===== config.mk =====
export PLATFORM = sky130hd
export DESIGN_NAME = flash_cmd_seq
export DESIGN_NICKNAME = d
export VERILOG_FILES = /design/src/rtl/flash_cmd_seq.sv
export SDC_FILE = /design/constraint.sdc
export NUM_CORES = 1
export LEC_CHECK = 0
export BUFFER_PORTS_ARGS = -buffer_cell sky130_fd_sc_hd__clkbuf_2
export CORE_MARGIN = 2
export CORE_UTILIZATION = 55
export CTS_CLUSTER_DIAMETER = 100
export CTS_CLUSTER_SIZE = 16
export DETAILED_ROUTE_END_ITERATION = 7
export GPL_TIMING_DRIVEN = 0
export PLACE_DENSITY = 0.81
export REMOVE_ABC_BUFFERS = 1
export SLEW_MARGIN = 10
export SYNTH_ARGS = -nofsm -noshare
export SYNTH_HDL_FRONTEND = slang
export SYNTH_SLANG_ARGS = --single-unit

===== constraint.sdc =====
create_clock -name clk -period 5.75 [get_ports clk]
set_clock_uncertainty 0.05 [all_clocks]
set_input_delay 0.575 -clock clk [delete_from_list [all_inputs] [get_ports clk]]
set_output_delay 0.575 -clock clk [all_outputs]
set_load 0.05 [all_outputs]

===== src/rtl/flash_cmd_seq.sv =====
module flash_cmd_seq #(
  parameter int ADDR_W  = 19,
  parameter int LANES   = 4,
  parameter int SECTORS = 8,
  parameter int TMO_W   = 32,
  parameter int CLK_NS  = 10,
  parameter int WP_NS   = 45,
  parameter int WPH_NS  = 20,
  parameter int OE_NS   = 35
) (
  input  logic                 clk,
  input  logic                 rst_n,
  input  logic                 start,
  input  logic [1:0]           op,
  input  logic [ADDR_W-1:0]    addr,
  input  logic [8*LANES-1:0]   wdata,
  input  logic [LANES-1:0]     lane_en,
  input  logic [SECTORS-1:0]   sect_mask,
  input  logic [TMO_W-1:0]     tmo_limit,
  input  logic [8*LANES-1:0]   fl_rdata,
  output logic [ADDR_W-1:0]    fl_addr,
  output logic [8*LANES-1:0]   fl_wdata,
  output logic                 fl_wdrive,
  output logic [LANES-1:0]     fl_we_n,
  output logic                 fl_oe_n,
  output logic                 fl_cs_n,
  output logic                 sram_cs_n,
  output logic                 busy,
  output logic                 done,
  output logic                 tmo_err
);
  localparam int LOW_R   = (WP_NS + CLK_NS - 1) / CLK_NS;
  localparam int HIGH_R  = (WPH_NS + CLK_NS - 1) / CLK_NS;
  localparam int RD_R    = (OE_NS + CLK_NS - 1) / CLK_NS;
  localparam int LOW_CYC  = (LOW_R < 1) ? 1 : LOW_R;
  localparam int HIGH_CYC = (HIGH_R < 1) ? 1 : HIGH_R;
  localparam int RD_CYC   = (RD_R < 1) ? 1 : RD_R;
  localparam int MAXC = (LOW_CYC > HIGH_CYC) ? ((LOW_CYC > RD_CYC) ? LOW_CYC : RD_CYC)
                                             : ((HIGH_CYC > RD_CYC) ? HIGH_CYC : RD_CYC);
  localparam int CW     = $clog2(MAXC + 1);
  localparam int SB     = $clog2(SECTORS);
  localparam int SEC_LSB = ADDR_W - SB;
  localparam logic [ADDR_W-1:0] A_UNL1 = ADDR_W'(16'h5555);
  localparam logic [ADDR_W-1:0] A_UNL2 = ADDR_W'(16'h2AAA);
  localparam logic [1:0] OP_PROG = 2'd0, OP_SECT = 2'd1, OP_CHIP = 2'd2;

  typedef enum logic [2:0] {S_IDLE, S_WLOW, S_WHIGH, S_RLOW, S_RHIGH} st_t;

  st_t                 state;
  logic [1:0]          op_q;
  logic [ADDR_W-1:0]   addr_q;
  logic [8*LANES-1:0]  data_q;
  logic [LANES-1:0]    lane_q;
  logic [SECTORS-1:0]  mask_q, rem_q;
  logic [TMO_W-1:0]    lim_q, tcnt;
  logic [2:0]          idx;
  logic [CW-1:0]       cnt;

  logic [SB-1:0]       cur_sec, first_sec;
  logic [ADDR_W-1:0]   st_addr, poll_addr;
  logic [7:0]          st_byte;
  logic                use_data, last_step, match, tmo_hit, empty_cmd;

  wire is_prog = (op_q == OP_PROG);
  wire is_chip = (op_q == OP_CHIP);

  always_comb begin
    cur_sec = '0;
    first_sec = '0;
    for (int s = SECTORS - 1; s >= 0; s--) begin
      if (rem_q[s])  cur_sec   = SB'(s);
      if (mask_q[s]) first_sec = SB'(s);
    end
  end

  always_comb begin
    st_addr  = A_UNL1;
    st_byte  = 8'hAA;
    use_data = 1'b0;
    case (idx)
      3'd0: begin st_addr = A_UNL1; st_byte = 8'hAA; end
      3'd1: begin st_addr = A_UNL2; st_byte = 8'h55; end
      3'd2: begin st_addr = A_UNL1; st_byte = is_prog ? 8'hA0 : 8'h80; end
      3'd3: begin
        if (is_prog) begin st_addr = addr_q; use_data = 1'b1; end
        else         begin st_addr = A_UNL1; st_byte = 8'hAA; end
      end
      3'd4: begin st_addr = A_UNL2; st_byte = 8'h55; end
      default: begin
        if (is_chip) begin st_addr = A_UNL1; st_byte = 8'h10; end
        else         begin st_addr = {cur_sec, {SEC_LSB{1'b0}}}; st_byte = 8'h30; end
      end
    endcase
  end

  always_comb begin
    match = 1'b1;
    for (int l = 0; l < LANES; l++)
      if (lane_q[l] && (fl_rdata[8*l+7] != (is_prog ? data_q[8*l+7] : 1'b1)))
        match = 1'b0;
  end

  assign poll_addr = is_prog ? addr_q : (is_chip ? '0 : {first_sec, {SEC_LSB{1'b0}}});
  assign last_step = is_prog ? (idx == 3'd3)
                   : is_chip ? (idx == 3'd5)
                   : ((idx == 3'd5) && ((rem_q & (rem_q - 1'b1)) == '0));
  assign tmo_hit   = ({1'b0, tcnt} + {{TMO_W{1'b0}}, 1'b1}) >= {1'b0, lim_q};
  assign empty_cmd = (lane_en == '0) || (op == 2'd3) || ((op == OP_SECT) && (sect_mask == '0));

  assign fl_wdrive = (state == S_WLOW) || (state == S_WHIGH);
  assign fl_addr   = fl_wdrive ? st_addr : poll_addr;
  assign fl_wdata  = use_data ? data_q : {LANES{st_byte}};
  assign fl_we_n   = (state == S_WLOW) ? ~lane_q : '1;
  assign fl_oe_n   = (state != S_RLOW);
  assign fl_cs_n   = (state == S_IDLE);
  assign sram_cs_n = 1'b1;
  assign busy      = (state != S_IDLE);

  always_ff @(posedge clk or negedge rst_n) begin
    if (!rst_n) begin
      state   <= S_IDLE;
      op_q    <= '0;
      addr_q  <= '0;
      data_q  <= '0;
      lane_q  <= '0;
      mask_q  <= '0;
      rem_q   <= '0;
      lim_q   <= '0;
      tcnt    <= '0;
      idx     <= '0;
      cnt     <= '0;
      done    <= 1'b0;
      tmo_err <= 1'b0;
    end else begin
      done    <= 1'b0;
      tmo_err <= 1'b0;
      case (state)
        S_IDLE: begin
          if (start) begin
            op_q   <= op;
            addr_q <= addr;
            data_q <= wdata;
            lane_q <= lane_en;
            mask_q <= sect_mask;
            rem_q  <= sect_mask;
            lim_q  <= tmo_limit;
            idx    <= '0;
            cnt    <= '0;
            if (empty_cmd) done <= 1'b1;
            else           state <= S_WLOW;
          end
        end
        S_WLOW: begin
          if (cnt == CW'(LOW_CYC - 1)) begin
            cnt   <= '0;
            state <= S_WHIGH;
          end else cnt <= cnt + 1'b1;
        end
        S_WHIGH: begin
          if (cnt == CW'(HIGH_CYC - 1)) begin
            cnt <= '0;
            if (last_step) begin
              state <= S_RLOW;
              tcnt  <= '0;
            end else begin
              state <= S_WLOW;
              if (idx == 3'd5) rem_q <= rem_q & (rem_q - 1'b1);
              else             idx   <= idx + 1'b1;
            end
          end else cnt <= cnt + 1'b1;
        end
        S_RLOW: begin
          tcnt <= tcnt + 1'b1;
          if ((cnt == CW'(RD_CYC - 1)) && match) begin
            done  <= 1'b1;
            state <= S_IDLE;
          end else if (tmo_hit) begin
            done    <= 1'b1;
            tmo_err <= 1'b1;
            state   <= S_IDLE;
          end else if (cnt == CW'(RD_CYC - 1)) begin
            cnt   <= '0;
            state <= S_RHIGH;
          end else cnt <= cnt + 1'b1;
        end
        S_RHIGH: begin
          tcnt <= tcnt + 1'b1;
          if (tmo_hit) begin
            done    <= 1'b1;
            tmo_err <= 1'b1;
            state   <= S_IDLE;
          end else if (cnt == CW'(HIGH_CYC - 1)) begin
            cnt   <= '0;
            state <= S_RLOW;
          end else cnt <= cnt + 1'b1;
        end
        default: state <= S_IDLE;
      endcase
    end
  end
endmodule


==> metrics.md <==
| Metric | Value |
|---|---|
| CTS Sinks | 148 |
| Slowest stage cell, crit path | nor4b_4 |
| Multi-input logic area | around 4200 µm² |
| Count leader, synth | nand2_1 |
| DIE HEIGHT | around 130 µm |
| Starting density of the core | 56.48% |
| Vias in the first global route | 7,080 |
| Clock buffer depth | 2 |
| Worst Path Max Fanout | 9 |
| CTS tree | done |
| Final WL | approximately 20,000 µm |
| Total Die Area | about 16,000 µm² |
| Dpl cell area | approximately 9300 µm² |
| Gate Count Post-Synth | around 980 |
| Post-Synthesis Cell Area | around 8000 µm² |
| Mux cell area share after synthesis | 0.5011% |
| Sequential cell area | about 3700 µm² |
| Proportion of synthesized flip-flops having asynchronous set or reset | 100.0% |
| Synth Area in Simple Gates | between 20% and 30% |
| GP Congestion | approximately 0.87 |
| Die Width | approximately 130 µm |
| Hpwl dp | between 10,000 and 15,000 µm |
| Power Dens Cells | 699.4 nW/µm² |
| Fin crit share | approximately 88% |
| Post-route DRC | 0 |
| Finish-stage setup viols | 0 |
| Filler cells | 1,201 |
| I/O pins | ~190 |
| I/O Buffers | around 160 |
| Pre-CTS setup slack | just over 0.8 ns |
| CTS buffer count | 17 |
| Top-area cell type share of the netlist area | about 45% |
| 1st-iter DRT viols | between 500 and 600 |
| ANT nets after route | 0 |
| Clock transition at path regs | approximately 0.06 ns |
| Post-route setup slack | roughly 0.70 ns |
| Hold Crit Class | input port to asynchronous set/reset pin |
| Area Overhead vs Synth | 20.92% |
| Fin. Hold Viols | 0 |
| Seq/Total Area, Yosys | between 40% and 50% |
| TritonRoute pass-1 iters | 6 |
| Slew HR | 18.66% |
| Layout cells sized above 1 | a little under a fifth |
| Top cells by area, synth | dfrtp_1 (45%), nand2_1 (13%), ha_1 (6.5%) |
| Synth cell count leaders | nand2_1 (278), dfrtp_1 (148), o21ai_0 (70) |
| Unrepaired setup endpoints after global routing | false |
| Synth Area in XOR/XNOR | 3.720% |
| Maximum clock rate | 198.2 MHz |
| Final net count | roughly 1,300 |
| Main flop type after synthesis | dfrtp_1 |
| CP Data Required Time | about 6.0 ns |
| Ant. Diodes | 0 |
| Vias | 7,360 |
| Slew Viols, Final | 0 |
| Yosys cell types | 59 |
| Synth Area in Compound Gates | between 15 and 20% |
| Syn_area_per_cell | ~8.5 µm² |
| Vias/cell | around 5.6 |
| Critical path class | flop to flop |
| Synthesized-area fraction occupied by adder cells | slightly below 7% |
| Post-CTS Repair Setup Buffers | 0 |
| PostCTS Resize Cnt | 0 |
| Post-Route Utilization | approximately two thirds |
| Post-route cell area | ~10000 µm² |
| Core area | between 10,000 and 15,000 µm² |
| Worst path cell trace | and4_1 -> nand4_1 -> or3_1 -> nor2_1 -> nand3_1 -> nor2_1 -> xnor2_1 -> ha_1 -> nand3_1 -> nor3_1 -> a221o_1 -> a31o_2 -> nor4b_4 -> a21oi_2 -> o32a_1 -> mux2i_1 |
| Site Rows | 44 |
| Worst-margin pin slew | approximately 1.2 ns |
| WP data arrival | roughly 5.3 ns |
| Initial antenna violation count | 0 |
| Crit path launch type | flop |
| Later-pin clock latency in the skew report | 0.43 ns |
| EDFF count, synth | 0 |
| VDD IR max | between 500 and 600 µV |
| Warnings from Yosys | 0 |
| Max_cap viols | 0 |
| Dominant cell type by area after synthesis | dfrtp_1 |
| Outcome | complete, no violations |
| Total track usage | between 20% and 30% |
| H-tree level count | 4 |
| First-pass GRT wire length | around 34,000 µm |
| GR Overflow Total | 0 |
| Per-cell routed wire length | around 15 µm |
| P_leak | approximately 5.2 nW |
| Post-CTS Hold Buffers | 0 |
| Min Tclk post-route | 5.046 ns |
| Largest family of logic cells by synthesized area | simple AND/OR/NAND/NOR gates |
| Yosys reg bits | 148 |
| Largest net degree at the start of global routing | 104 |
| CP max stage delay | roughly 0.55 ns |
| Crit. End Element | flop |
| CTS root buf | clkbuf_16 |
-- cell families after synthesis --
logic type               Yosys count
flip-flops                       148
XOR/XNOR                          35
other                              1
AND/OR/NAND/NOR                  426
multiplexers                       4
adder cells (fa/ha/maj)           45
AO/OA/AOI/OAI                    223
buffers and inverters             93
-- per-stage QoR --
| step | power (W) | std cells | hold WS, ns | TNS, ns |
|---|---|---|---|---|
| 2_1_floorplan | 0.004724 | 933 | 0.2294 | -64.47 |
| 3_3_place_gp | 0.005610 | 1281 | 0.3992 | -180.43 |
| 3_5_place_dp | 0.005707 | 1288 | 0.4127 | 0 |
| 4_1_cts | 0.006989 | 1320 | 0.03734 | 0 |
| 5_1_grt | 0.007411 | 1320 | 0.05345 | 0 |
| 6_report | 0.006969 | 1320 | 0.03277 | 0 |
-- routing by layer --
metal  track usage (%)  wire length [µm]
met1             35.49              8877
met2             41.52              9527
met3             5.441              1220
met4             8.080               364
met5                 0                 0
-- power breakdown --
part | leakage, nW | internal (W) | total, W | switching, W
clock network | 0.324 | 0.000830 | 0.00126 | 0.000429
registers | 1.89 | 0.00143 | 0.00172 | 0.000288
logic | 3.01 | 0.00110 | 0.00399 | 0.00289
total | 5.22 | 0.00337 | 0.00697 | 0.00360
-- registers in the layout (all words and copies together), names as in the netlist --
signal	count
idx	3
tmo_err	1
state	3
mask_q	8
data_q	32
tcnt	32
cnt	3
addr_q	19
rem_q	8
done	1
lim_q	32
lane_q	4
op_q	2
-- cell type report --
type	count	share of cell area [%]
Clock buffer	25	5.073
Timing Repair Buffer	171	9.706
Sequential cell	148	37.17
Tap cell	184	2.310
Inverter	51	1.921
Multi-Input combinational cell	734	42.15
Clock inverter	7	1.670
-- path summary, 6_finish.rpt --
kind | start | end | slack (ns) | depth (start not counted)
min in group clk | wdata[8] | data_q[8] | 0.28 | 3
max | tcnt[10] | cnt[1] | 0.70 | 16
max reg2reg | tcnt[10] | cnt[1] | 0.70 | 16
min | rst_n | addr_q[11] | 0.03 | 1
max in group asynchronous | rst_n | lim_q[24] | 4.76 | 2
min reg2reg | data_q[6] | data_q[6] | 0.42 | 2
-- cell usage in the layout, fill, tap and decap left out, drive strengths merged, types with 2 or more instances in the layout --
| cell | instances |
|---|---|
| mux2i | 3 |
| nor2b | 3 |
| nand2 | 278 |
| xnor2 | 27 |
| and4 | 3 |
| nor3 | 11 |
| a21oi | 42 |
| a22o | 18 |
| and2 | 5 |
| and3 | 9 |
| nand3 | 19 |
| nor3b | 3 |
| buf | 7 |
| a221o | 2 |
| a21o | 30 |
| dfrtp | 148 |
| o22ai | 3 |
| nor2 | 67 |
| a21boi | 2 |
| o21ai | 70 |
| nor4 | 4 |
| a31oi | 13 |
| xor2 | 8 |
| ha | 43 |
| o21a | 21 |
| or4 | 3 |
| or2 | 2 |
| nand4 | 11 |
| maj3 | 2 |
| nor4b | 2 |
| a31o | 2 |
| clkbuf | 189 |
| nand2b | 5 |
| inv | 51 |
| o31ai | 5 |
| bufinv | 5 |
-- worst max-delay path: cells and delay by family (launching register included) --
kind | cells | cell delay, ns
xor gates and xnor gates | 1 | 0.17
muxes | 1 | 0.14
adders and majority gates | 1 | 0.30
and+or+nand+nor | 9 | 2.65
AOI/OAI and AO/OA | 4 | 1.15
DFF | 1 | 0.46
Power figures use the tool's default switching activity.
